File: src/rtl/vdes_pkg.sv
package vdes_pkg;
  localparam int LANES  = 4;
  localparam int BITS   = 7;
  localparam int OUT_W  = LANES * BITS;
  localparam int PH_W   = $clog2(BITS);
  localparam int POS_W  = $clog2(OUT_W);

  // output position of serial bit b on lane l
  localparam logic [POS_W-1:0] LANE_POS [LANES][BITS] = '{
    '{5'd0,  5'd1,  5'd2,  5'd3,  5'd4,  5'd6,  5'd7 },
    '{5'd8,  5'd9,  5'd12, 5'd13, 5'd14, 5'd15, 5'd18},
    '{5'd19, 5'd20, 5'd21, 5'd22, 5'd24, 5'd25, 5'd26},
    '{5'd27, 5'd5,  5'd10, 5'd11, 5'd16, 5'd17, 5'd23}
  };
endpackage

File: src/rtl/vdes_lane.sv
module vdes_lane #(
  parameter int BITS = 7
) (
  input  logic            clk,
  input  logic            clr,
  input  logic            din,
  output logic [BITS-1:0] word_o
);
  logic [BITS-1:0] sreg_q;

  // serial bit 0 lands in index 0 once the seventh bit is shifted in
  assign word_o = {din, sreg_q[BITS-1:1]};

  always_ff @(posedge clk) begin
    if (clr) sreg_q <= '0;
    else     sreg_q <= word_o;
  end
endmodule

File: src/rtl/vdes_framer.sv
module vdes_framer #(
  parameter int BITS = 7,
  parameter int PH_W = 3
) (
  input  logic clk,
  input  logic clr,
  input  logic lane_clk,
  output logic last_bit,
  output logic lock_q,
  output logic err_q
);
  localparam logic [PH_W-1:0] LAST = PH_W'(BITS - 1);

  logic            prev_q;
  logic            seen_q;
  logic [PH_W-1:0] cnt_q;
  logic [PH_W-1:0] idx;
  logic            rise_det;

  assign rise_det = lane_clk & ~prev_q;
  assign idx      = rise_det ? '0 : cnt_q;
  assign last_bit = (idx == LAST);

  always_ff @(posedge clk) begin
    if (clr) begin
      prev_q <= 1'b0;
      seen_q <= 1'b0;
      cnt_q  <= '0;
      lock_q <= 1'b0;
      err_q  <= 1'b0;
    end else begin
      prev_q <= lane_clk;
      cnt_q  <= last_bit ? '0 : idx + 1'b1;
      if (rise_det) begin
        seen_q <= 1'b1;
        if (seen_q && cnt_q != '0) begin
          err_q  <= 1'b1;
          lock_q <= 1'b0;
        end else if (seen_q) begin
          lock_q <= 1'b1;
        end
      end
    end
  end
endmodule

File: src/rtl/vdes_remap.sv
module vdes_remap
  import vdes_pkg::*;
#(
  parameter int N_LANES = LANES,
  parameter int N_BITS  = BITS
) (
  input  logic [N_LANES*N_BITS-1:0] lanes_i,
  output logic [N_LANES*N_BITS-1:0] wide_o
);
  always_comb begin
    wide_o = '0;
    for (int l = 0; l < N_LANES; l++) begin
      for (int b = 0; b < N_BITS; b++) begin
        wide_o[LANE_POS[l][b]] = lanes_i[l*N_BITS + b];
      end
    end
  end
endmodule

File: src/rtl/vdes_top.sv
module vdes_top
  import vdes_pkg::*;
(
  input  logic             clk_fast,
  input  logic             shdn_n,
  input  logic             clk_lane_smp,
  input  logic [LANES-1:0] lane_in,
  output logic [OUT_W-1:0] par_out,
  output logic             par_vld,
  output logic             frame_err
);
  logic             clr;
  logic             last_w;
  logic             lock_w;
  logic             err_w;
  logic             load_w;
  logic [OUT_W-1:0] lane_flat;
  logic [OUT_W-1:0] mapped;

  assign clr = ~shdn_n;

  for (genvar g = 0; g < LANES; g++) begin : g_lane
    logic [BITS-1:0] word;
    vdes_lane #(.BITS(BITS)) u_lane (
      .clk    (clk_fast),
      .clr    (clr),
      .din    (lane_in[g]),
      .word_o (word)
    );
    assign lane_flat[g*BITS +: BITS] = word;
  end

  vdes_framer #(.BITS(BITS), .PH_W(PH_W)) u_framer (
    .clk      (clk_fast),
    .clr      (clr),
    .lane_clk (clk_lane_smp),
    .last_bit (last_w),
    .lock_q   (lock_w),
    .err_q    (err_w)
  );

  vdes_remap #(.N_LANES(LANES), .N_BITS(BITS)) u_remap (
    .lanes_i (lane_flat),
    .wide_o  (mapped)
  );

  assign load_w    = last_w & lock_w;
  assign frame_err = err_w;

  always_ff @(posedge clk_fast) begin
    if (clr) begin
      par_out <= '0;
      par_vld <= 1'b0;
    end else begin
      par_vld <= load_w;
      if (load_w) par_out <= mapped;
    end
  end
endmodule

File: config.mk
export PLATFORM = sky130hd
export DESIGN_NAME = vdes_top
export DESIGN_NICKNAME = d
export VERILOG_FILES = /design/src/rtl/vdes_pkg.sv /design/src/rtl/vdes_lane.sv /design/src/rtl/vdes_framer.sv /design/src/rtl/vdes_remap.sv /design/src/rtl/vdes_top.sv
export SDC_FILE = /design/constraint.sdc
export NUM_CORES = 1
export LEC_CHECK = 0
export BUFFER_PORTS_ARGS = -buffer_cell sky130_fd_sc_hd__buf_2
export CORE_ASPECT_RATIO = 1.2
export CORE_MARGIN = 2
export CORE_UTILIZATION = 50
export CTS_CLUSTER_SIZE = 20
export DETAILED_ROUTE_END_ITERATION = 16
export PLACE_DENSITY_LB_ADDON = 0.1
export SLEW_MARGIN = 5
export SYNTH_ARGS = -nofsm -noshare
export SYNTH_HDL_FRONTEND = slang
export SYNTH_HIERARCHICAL = 1
export SYNTH_SLANG_ARGS = --single-unit
export TNS_END_PERCENT = 10
File: constraint.sdc
create_clock -name clk_fast -period 1.6 [get_ports clk_fast]
set_input_delay 0.24 -clock clk_fast [delete_from_list [all_inputs] [get_ports clk_fast]]
set_output_delay 0.24 -clock clk_fast [all_outputs]
set_load 0.01 [all_outputs]
==> results of run 1 <==
flip-flops by register name, indices dropped and copies added, names as in the netlist:
name	cells
u_framer/lock_q	1
u_framer/seen_q	1
u_framer/prev_q	1
u_framer/err_q	1
par_out	28
par_vld	1
g_lane.u_lane/sreg_q	24
u_framer/cnt_q	3
cell type report:
type / count / area [um^2] / area share
Timing Repair Buffer: 48 / 287 / 0.108
Multi-Input combinational cell: 133 / 821 / 0.311
Clock inverter: 4 / 95.1 / 0.0360
Sequential cell: 60 / 1200 / 0.455
Tap cell: 58 / 72.6 / 0.0275
Inverter: 3 / 11.3 / 0.00426
Clock buffer: 12 / 155 / 0.0587
routing by layer:
layer | GRT usage | wire [um] | vias to the layer above
met1 | 0.234 | 2060 | 708
met4 | 0.0796 | 58 | 0
li1 | - | - | 814
met3 | 0.0552 | 202 | 7
met5 | 0 | 0 | -
met2 | 0.243 | 1600 | 35
kinds of logic after synthesis:
logic type               count (synthesis)  synth area share
AO/OA/AOI/OAI                           32             0.102
adder cells (fa/ha/maj)                  2            0.0106
buffers and inverters                   50             0.150
flip-flops                              60             0.510
multiplexers                             1           0.00425
AND/OR/NAND/NOR                         98             0.224
placed cells by master, fill, tap and decap left out, drive strengths merged:
cell type  count
o21ba          1
mux2i          1
nor3           2
nand3b         1
clkinv         1
and2           2
clkbuf        12
nand4         28
ha             2
a21oi          2
dfxtp         60
inv            3
bufinv         3
and3           2
o21ai         29
buf           48
nor2b         26
nand2b         1
nand2         29
nor2           6
or4            1
power by group through the flow:
stage	combinational (uW)	sequential [uW]	clock [uW]
CTS	108	1530	1700
finish	110	1530	1670
global route	123	1530	1770
global placement	105	1560	0
floorplan	105	1560	0
detailed placement	106	1560	0
worst paths after layout:
kind	from	end	slack, ns
max	u_framer/prev_q	u_framer/cnt_q[2]	0.12
max reg2reg	u_framer/prev_q	u_framer/cnt_q[2]	0.12
min	lane_in[1]	g_lane[1].u_lane/sreg_q[6]	0.15
min reg2reg	par_out[27]	par_out[27]	0.45
worst max-delay path: cells and delay by family (launching register included):
family          cells  cell delay, ns
simple gates        3            0.81
flops               1            0.31
fa+ha+maj           1            0.19
compound gates      1            0.12
through the flow:
| stage | util | total power, uW |
|---|---|---|
| after floorplan | - | 1670 |
| after global placement | 0.520 | 1670 |
| after detailed placement | 0.520 | 1670 |
| after CTS | 0.578 | 3340 |
| after global routing | 0.579 | 3430 |
| final | 0.579 | 3310 |
==> impl_metrics.csv, run 1 <==
group,metric,value,unit
placement,post-place-ws,-0.0659,ns
layout,syn2layout_area_growth,12.2,%
synthesis,synth_cells,243,
power,cellLeakagePower,0.00113,uW
critical_path,r2r.worst_path.cells,5,
synthesis,synth_top_area_cell,"dfxtp_1",
synthesis,synth_common_cells,"dfxtp_1 (60), buf_4 (37), nand2_1 (29)",
sta,worst_slew_pin_slew,0.364,ns
clocking,clk_latency,0.32,ns
route,drt-total-wl,3.92,mm
synthesis,syn_area_per_cell,9.70,um^2
layout,drive_above_1_share,0.342,
route,drtIter0Drc,193,
clocking,tritoncts,"built",
power,internal-power,2680,uW
critical_path,cp_slowest_cell,"or4_1",
sta,setup_tns,0,ns
route,routed_via_density,4.92,
synthesis,synth_edf_count,0,
layout,instances_no_fill,318,
sta,post-route-worst-setup-slack,0.115,ns
power,p_clk_frac,0.504,
sta,rsz0062_at_grt,"false",
route,drc,0,
critical_path,critPathRequiredTime,1.86,ns
sta,slew-limit-headroom,0.757,
power,ir_drop,917,uV
layout,final_cell_area,2640,um^2
clocking,cts.sinks,60,
outcome,status,"complete, no violations",
sta,slew_violations,0,
synthesis,synth_seq_area_share,0.510,
clocking,post-cts-setup-buffer-count,0,
sta,min_period,1.48,ns
placement,io_buffers,36,
synthesis,ys.flop_type,"dfxtp_1",
critical_path,cp-start-kind,"register",
route,vias,1564,
floorplan,io_pins,37,
synthesis,ys_types,24,
clocking,cts_resized,6,
synthesis,ys_ff_latch,60,
sta,skew,0.00686,ns
floorplan,die_area,5280,um^2
sta,hold_slack,0.145,ns
critical_path,criticalPathCategory,"reg -> reg",
floorplan,die_h,79.2,um
placement,place_area,2370,um^2
hold_path,hold_class,"in -> reg",
global_routing,grt_max_degree,39,
layout,num-fill-cells,432,
floorplan,core-area,4560,um^2
synthesis,synth_area,2360,um^2
synthesis,yosys_warnings,6,
critical_path,max_stage_delay,0.51,ns
layout,diodes,0,
power,p_seq_frac,0.462,
power,power_density,1250,nW/um^2
layout,fin_nets,264,
global_routing,antenna_found_initial,0,
global_routing,grt_overflow_total,0,
synthesis,synthesis.nets,252,
critical_path,crit_path_cell_trace,"nand2b_4, and2_4, ha_1, or4_1, a21oi_1",
sta,setup_violations,0,
synthesis,synth.area.top_cells,"dfxtp_1 (51%), buf_4 (12%), nand4_1 (7.4%), o21ai_2 (7.4%), nor2b_1 (6.9%)",
clocking,clock_path_buffers,2,
critical_path,cp.arrival,1.74,ns
power,combPwrFrac,0.033,
critical_path,end_kind,"register",
global_routing,grt_usage,0.171,
floorplan,die_w,66.7,um
placement,place_inst,302,
placement,gp_congestion,0.799,
clocking,htree_levels,3,
clocking,clk_pin_slew,0.06,ns
sta,final-hold-violation-count,0,
critical_path,critPathMaxFanout,3,
synthesis,async_reset_ff_frac,0,
route,firstDrtPassIters,4,
clocking,cts_made_buffers,9,
power,p_sw_frac,0.191,
synthesis,synth_top_area_frac,0.510,
clocking,cts-root-buf,"clkbuf_8",
power,switching_power,631,uW
synthesis,synth_most_common_cell,"dfxtp_1",
global_routing,grt_pass1_vias,1517,
placement,hpwl,2.51,mm
sta,fin_crit_sh,0.928,
route,ant_nets,0,
sta,max_freq,0.673,GHz
clocking,ctsHoldBuffers,0,
global_routing,grt_pass1_wl,6.87,mm
hold_path,whs_path_depth,2,
floorplan,initial_utilization,0.517,
route,wl_per_cell,12.3,um
floorplan,fp-row-count,27,
run,maxCapViolCount,0,
(Power assumes the default switching activity.)
==> run 2, diff against run 1 <==
Clock period 1.6 ns to 1.65 ns, I/O delays scaled along.
==> run 2 against run 1 <==
Clock power decreased by 27%. Sequential share of layout area increased by 1.7 points. Maximum frequency is 6.7% lower. Highest routed layer unchanged.
==> impl_metrics.csv, run 2 (synthesized netlist as in run 1, its figures left out) <==
group,metric,value,unit
layout,syn2layout_area_growth,8.18,%
critical_path,criticalPathCategory,"reg -> reg",
critical_path,r2r.worst_path.cells,6,
global_routing,antenna_found_initial,0,
sta,min_period,1.59,ns
global_routing,grt_pass1_wl,6.76,mm
placement,hpwl,2.38,mm
layout,num-fill-cells,436,
global_routing,grt_overflow_total,0,
floorplan,core-area,4560,um^2
placement,post-place-ws,-0.0228,ns
hold_path,hold_path.startpoint,"lane_in[3]",
layout,diodes,0,
placement,place_inst,299,
layout,largest_reg_flops,28,
global_routing,grt_max_degree,42,
sta,slew_violations,0,
route,routed_via_density,5.03,
route,wl_per_cell,12.7,um
clocking,cts.sinks,60,
layout,final_cell_area,2550,um^2
sta,setup_violations,0,
power,ir_drop,580,uV
sta,worst_slew_pin_slew,0.392,ns
critical_path,r2r-end,"u_framer/cnt_q[2]",
critical_path,critPathMaxFanout,3,
layout,final_cell_mix,"dfxtp_1 (60), buf_2 (36), nand2_1 (29)",
floorplan,initial_utilization,0.517,
clocking,clk_latency,0.33,ns
floorplan,fp-row-count,27,
clocking,clock_path_buffers,2,
sta,slew-limit-headroom,0.739,
global_routing,grt_pass1_vias,1462,
power,power_density,1100,nW/um^2
sta,skew,0.00545,ns
clocking,cts-root-buf,"clkbuf_8",
run,maxCapViolCount,0,
layout,final_util,0.559,
critical_path,r2r_setup_slack,0.06,ns
layout,instances_no_fill,312,
sta,final-hold-violation-count,0,
clocking,tritoncts,"built",
clocking,cts_made_buffers,9,
sta,rsz0062_at_grt,"true",
route,drc,0,
critical_path,critPathRequiredTime,1.91,ns
hold_path,whs_path_depth,2,
critical_path,cp-start-kind,"register",
critical_path,cp.arrival,1.85,ns
layout,regMostFlops,"par_out",
route,drt-total-wl,3.97,mm
critical_path,r2r-start,"u_framer/prev_q",
layout,layout.area.seq,1200,um^2
hold_path,hold_class,"in -> reg",
route,vias,1569,
critical_path,crit_start,"u_framer/prev_q",
sta,post-route-worst-setup-slack,0.0585,ns
route,firstDrtPassIters,4,
clocking,post-cts-setup-buffer-count,0,
layout,drive_above_1_share,0.327,
floorplan,die_h,79.2,um
layout,reg.largest.list,"par_out: 28 flops, g_lane.u_lane/sreg_q: 24 flops, u_framer/cnt_q: 3 flops",
global_routing,grt_usage,0.173,
placement,place_area,2350,um^2
outcome,status,"complete, no violations",
critical_path,end_kind,"register",
route,ant_nets,0,
floorplan,io_pins,37,
route,drtIter0Drc,83,
floorplan,die_w,66.7,um
placement,io_buffers,36,
power,cellLeakagePower,0.00109,uW
layout,multi_input_area,815,um^2
layout,final_common_cell,"dfxtp_1",
floorplan,die_area,5280,um^2
hold_path,min_delay_worst_endpoint,"g_lane[3].u_lane/sreg_q[6]",
clocking,clk_pin_slew,0.06,ns
layout,fin_nets,261,
clocking,htree_levels,3,
placement,gp_congestion,0.742,
sta,fin_crit_sh,0.965,
sta,max_freq,0.628,GHz
-- run 2: cell count changes in the layout (fill, tap and decap cells not counted), sizes merged --
| cell | before | now |
|---|---|---|
| clkbuf | 12 | 10 |
| clkinv | 1 | 2 |
| buf | 48 | 45 |
| bufinv | 3 | 1 |
-- run 2: cell type report --
cell class / instances / share of cell area
multi-input cells: 133 / 0.320
flip-flops and latches: 60 / 0.471
repair buffers: 45 / 0.107
clock buffers: 10 / 0.0540
clock inverters: 3 / 0.0157
well taps: 58 / 0.0285
inverters: 3 / 0.00442
-- run 2: metrics by stage --
| stage | hold slack [ns] | TNS, ns | total power [uW] |
|---|---|---|---|
| CTS | 0.128 | 0 | 2850 |
| floorplan | 0.376 | 0 | 1620 |
| global placement | 0.439 | 0 | 1620 |
| global route | 0.154 | -0.0118 | 2930 |
| finish | 0.141 | 0 | 2810 |
| detailed placement | 0.446 | -0.215 | 1620 |
-- run 2: worst max-delay path by stage --
stage                         to  slack (ns)  cells after the start
2_1_floorplan        par_out[10]        0.02                      8
3_3_place_gp         par_out[13]       0.009                      7
3_5_place_dp         par_out[13]       -0.02                      7
4_1_cts        u_framer/cnt_q[2]       0.001                      6
5_1_grt        u_framer/cnt_q[2]       -0.01                      6
6_report       u_framer/cnt_q[2]        0.06                      6
-- run 2: critical path, cell delays in order (launching register included) --
cell      delay, ns
dfxtp_1        0.31
nand2b_4       0.14
and2_4         0.16
ha_1           0.19
buf_4          0.13
or4_1          0.46
a21oi_1        0.12
-- run 2: per-layer routing --
layer	track usage	vias up	part of all wire
li1	-	801	-
met1	0.217	719	0.49
met2	0.251	43	0.42
met3	0.0694	6	0.059
met4	0.0918	0	0.022
met5	0	-	0
-- run 2: what timing repair did --
item                       in CTS  in global routing
hold buffers                    0                  0
gates resized for setup         2                 10
pin swaps                       0                  0
setup endpoints to repair      13                 30
-- run 2: power by group --
part	switching (uW)	internal, uW
Combinational	64.1	38.9
Clock	515	707
Sequential	11.6	1470
Total	591	2220
==> run 3, diff against run 2 <==
Settings changed: SYNTH_HIERARCHICAL 1 to unset.
==> run 3 against run 2 <==
Clock power rose by 8%. Die area fell by 14%. Sequential share of layout area up 1.5 points. Register-to-register slack improved by 0.03 ns. Cell count decreased by 2.6%. Via count fell by 13%. First-iteration DRC count increased by 7.2%. Clock skew barely moved. Global-route usage down 1.3 points. Synthesized area down 15%. Maximum frequency rose by 1.7%. Setup slack improved by 0.027 ns.
==> impl_metrics.csv, run 3 <==
group,metric,value,unit
outcome,status,"complete, no violations",
hold_path,hold_class,"in -> reg",
clocking,cts_made_buffers,9,
layout,fin_nets,255,
placement,hpwl,1.94,mm
sta,post-route-worst-setup-slack,0.0858,ns
synthesis,synth_cells,206,
floorplan,core-area,3910,um^2
placement,gp_congestion,0.868,
layout,reg.largest.list,"par_out: 28 flops, g_lane.u_lane.sreg_q: 24 flops, u_framer.cnt_q: 3 flops",
critical_path,cp.arrival,1.82,ns
synthesis,synth_area,2010,um^2
route,drt-total-wl,3.09,mm
critical_path,cp-start-kind,"register",
synthesis,ys.flop_type,"dfxtp_1",
sta,min_period,1.56,ns
route,vias,1363,
placement,post-place-ws,-0.0155,ns
power,power_density,1170,nW/um^2
clocking,cts.sinks,60,
sta,rsz0062_at_grt,"false",
critical_path,r2r_setup_slack,0.09,ns
sta,fin_crit_sh,0.948,
global_routing,grt_max_degree,37,
global_routing,grt_pass1_vias,1186,
critical_path,critPathRequiredTime,1.91,ns
synthesis,synth.area.top_cells,"dfxtp_1 (60%), mux2i_1 (14%), nand2_1 (11%), inv_1 (4.9%), ha_1 (1.2%)",
clocking,clock_path_buffers,2,
power,cellLeakagePower,0.00142,uW
sta,slew-limit-headroom,0.793,
layout,instances_no_fill,304,
layout,diodes,0,
synthesis,synth_top_area_cell,"dfxtp_1",
synthesis,syn_area_per_cell,9.75,um^2
clocking,htree_levels,3,
sta,setup_tns,0,ns
sta,worst_slew_pin_slew,0.310,ns
layout,final_common_cell,"dfxtp_1",
route,drtIter0Drc,89,
sta,skew,0.00544,ns
synthesis,ys_ff_latch,60,
power,ir_drop,707,uV
floorplan,die_w,61.9,um
clocking,tritoncts,"built",
synthesis,synth_common_cells,"dfxtp_1 (60), nand2_1 (58), mux2i_1 (28)",
synthesis,synth_top_area_frac,0.598,
route,wl_per_cell,10.2,um
synthesis,async_reset_ff_frac,0,
floorplan,die_area,4540,um^2
route,routed_via_density,4.48,
critical_path,crit_start,"u_framer.prev_q",
critical_path,crit_path_cell_trace,"nand2b_4, and2_4, ha_1, or4_1, a21oi_1",
synthesis,synthesis.nets,215,
layout,largest_reg_flops,28,
sta,setup_violations,0,
layout,regMostFlops,"par_out",
sta,final-hold-violation-count,0,
global_routing,grt_usage,0.160,
global_routing,grt_overflow_total,0,
route,firstDrtPassIters,3,
clocking,post-cts-setup-buffer-count,0,
clocking,clk_latency,0.33,ns
critical_path,criticalPathCategory,"reg -> reg",
critical_path,r2r-start,"u_framer.prev_q",
placement,io_buffers,36,
critical_path,critPathMaxFanout,4,
synthesis,synth_edf_count,0,
synthesis,yosys_warnings,0,
run,maxCapViolCount,0,
clocking,clk_pin_slew,0.06,ns
critical_path,cp_slowest_cell,"or4_1",
layout,syn2layout_area_growth,23.0,%
synthesis,ys_types,23,
floorplan,initial_utilization,0.514,
global_routing,antenna_found_initial,0,
synthesis,synth_most_common_cell,"dfxtp_1",
layout,final_cell_mix,"dfxtp_1 (60), nand2_1 (57), buf_2 (36)",
critical_path,max_stage_delay,0.50,ns
floorplan,die_h,73.4,um
critical_path,end_kind,"register",
route,ant_nets,0,
floorplan,fp-row-count,25,
hold_path,hold_path.startpoint,"lane_in[1]",
clocking,cts-root-buf,"clkbuf_8",
route,drc,0,
global_routing,grt_pass1_wl,5.10,mm
layout,drive_above_1_share,0.232,
synthesis,synth_seq_area_share,0.598,
placement,place_inst,289,
sta,max_freq,0.639,GHz
sta,slew_violations,0,
layout,final_util,0.632,
floorplan,io_pins,37,
[run 3: cell types whose count changed after synthesis, sizes merged, moves of 2 or more]
cell | previous run | this run
nand2 | 29 | 58
buf | 44 | 5
mux2i | 1 | 28
nand4 | 28 | 1
nor2b | 26 | 1
clkbuf | 3 | 5
inv | 3 | 27
o21ai | 29 | 1
and3 | 2 | 0
[run 3: layout make-up]
type	instances	area, um^2
Multi-Input combinational cell	109	669
Sequential cell	60	1200
Clock buffer	14	173
Inverter	27	101
Clock inverter	1	30.0
Timing Repair Buffer	39	228
Tap cell	54	67.6
Fill cell	378	1440
[run 3: metal layers]
layer | track usage | routed length, um
met4 | 0.0875 | 77
met3 | 0.100 | 196
met5 | 0 | 0
met1 | 0.196 | 1460
met2 | 0.213 | 1350
[run 3: worst max-delay path, delay by kind of cell (launching register included)]
family	cells	cell delay, ns
flops	1	0.32
fa+ha+maj	1	0.20
compound gates	1	0.14
simple gates	3	0.83
[run 3: cell families (layout without fill, tap and decap cells)]
| kind of cell | after synthesis | after routing | share of synthesized area |
|---|---|---|---|
| buf+inv | 37 | 81 | 0.0797 |
| mux | 28 | 28 | 0.140 |
| compound gates | 6 | 6 | 0.0181 |
| flops | 60 | 60 | 0.598 |
| fa+ha+maj | 2 | 2 | 0.0125 |
| simple gates | 73 | 73 | 0.152 |
[run 3: worst paths after layout]
kind | end | depth (start not counted)
max | u_framer.cnt_q[2] | 5
min | g_lane[1].u_lane.sreg_q[6] | 3
max reg2reg | u_framer.cnt_q[2] | 5
min reg2reg | g_lane[1].u_lane.sreg_q[2] | 2
[run 3: where the power goes]
group          leakage [uW]  internal, uW  total (uW)  switching, uW
logic              0.000835          34.4        89.4           55.0
clock network      0.000103           814        1320            502
registers          0.000487          1470        1480           10.5
total               0.00142          2320        2890            567
[run 3: through the flow]
stage / area [um^2] / power [uW] / hold WS [ns]
2_1_floorplan: 2010 / 1570 / 0.358
3_3_place_gp: 2240 / 1600 / 0.414
3_5_place_dp: 2240 / 1600 / 0.418
4_1_cts: 2450 / 2930 / 0.103
5_1_grt: 2470 / 3010 / 0.123
6_report: 2470 / 2890 / 0.119
[run 3: repair_timing]
action,in CTS,in global routing
pin swaps,0,2
hold buffers,0,0
endpoints found under the setup margin,1,6
gates resized for setup,1,4
hold endpoints to repair,0,0
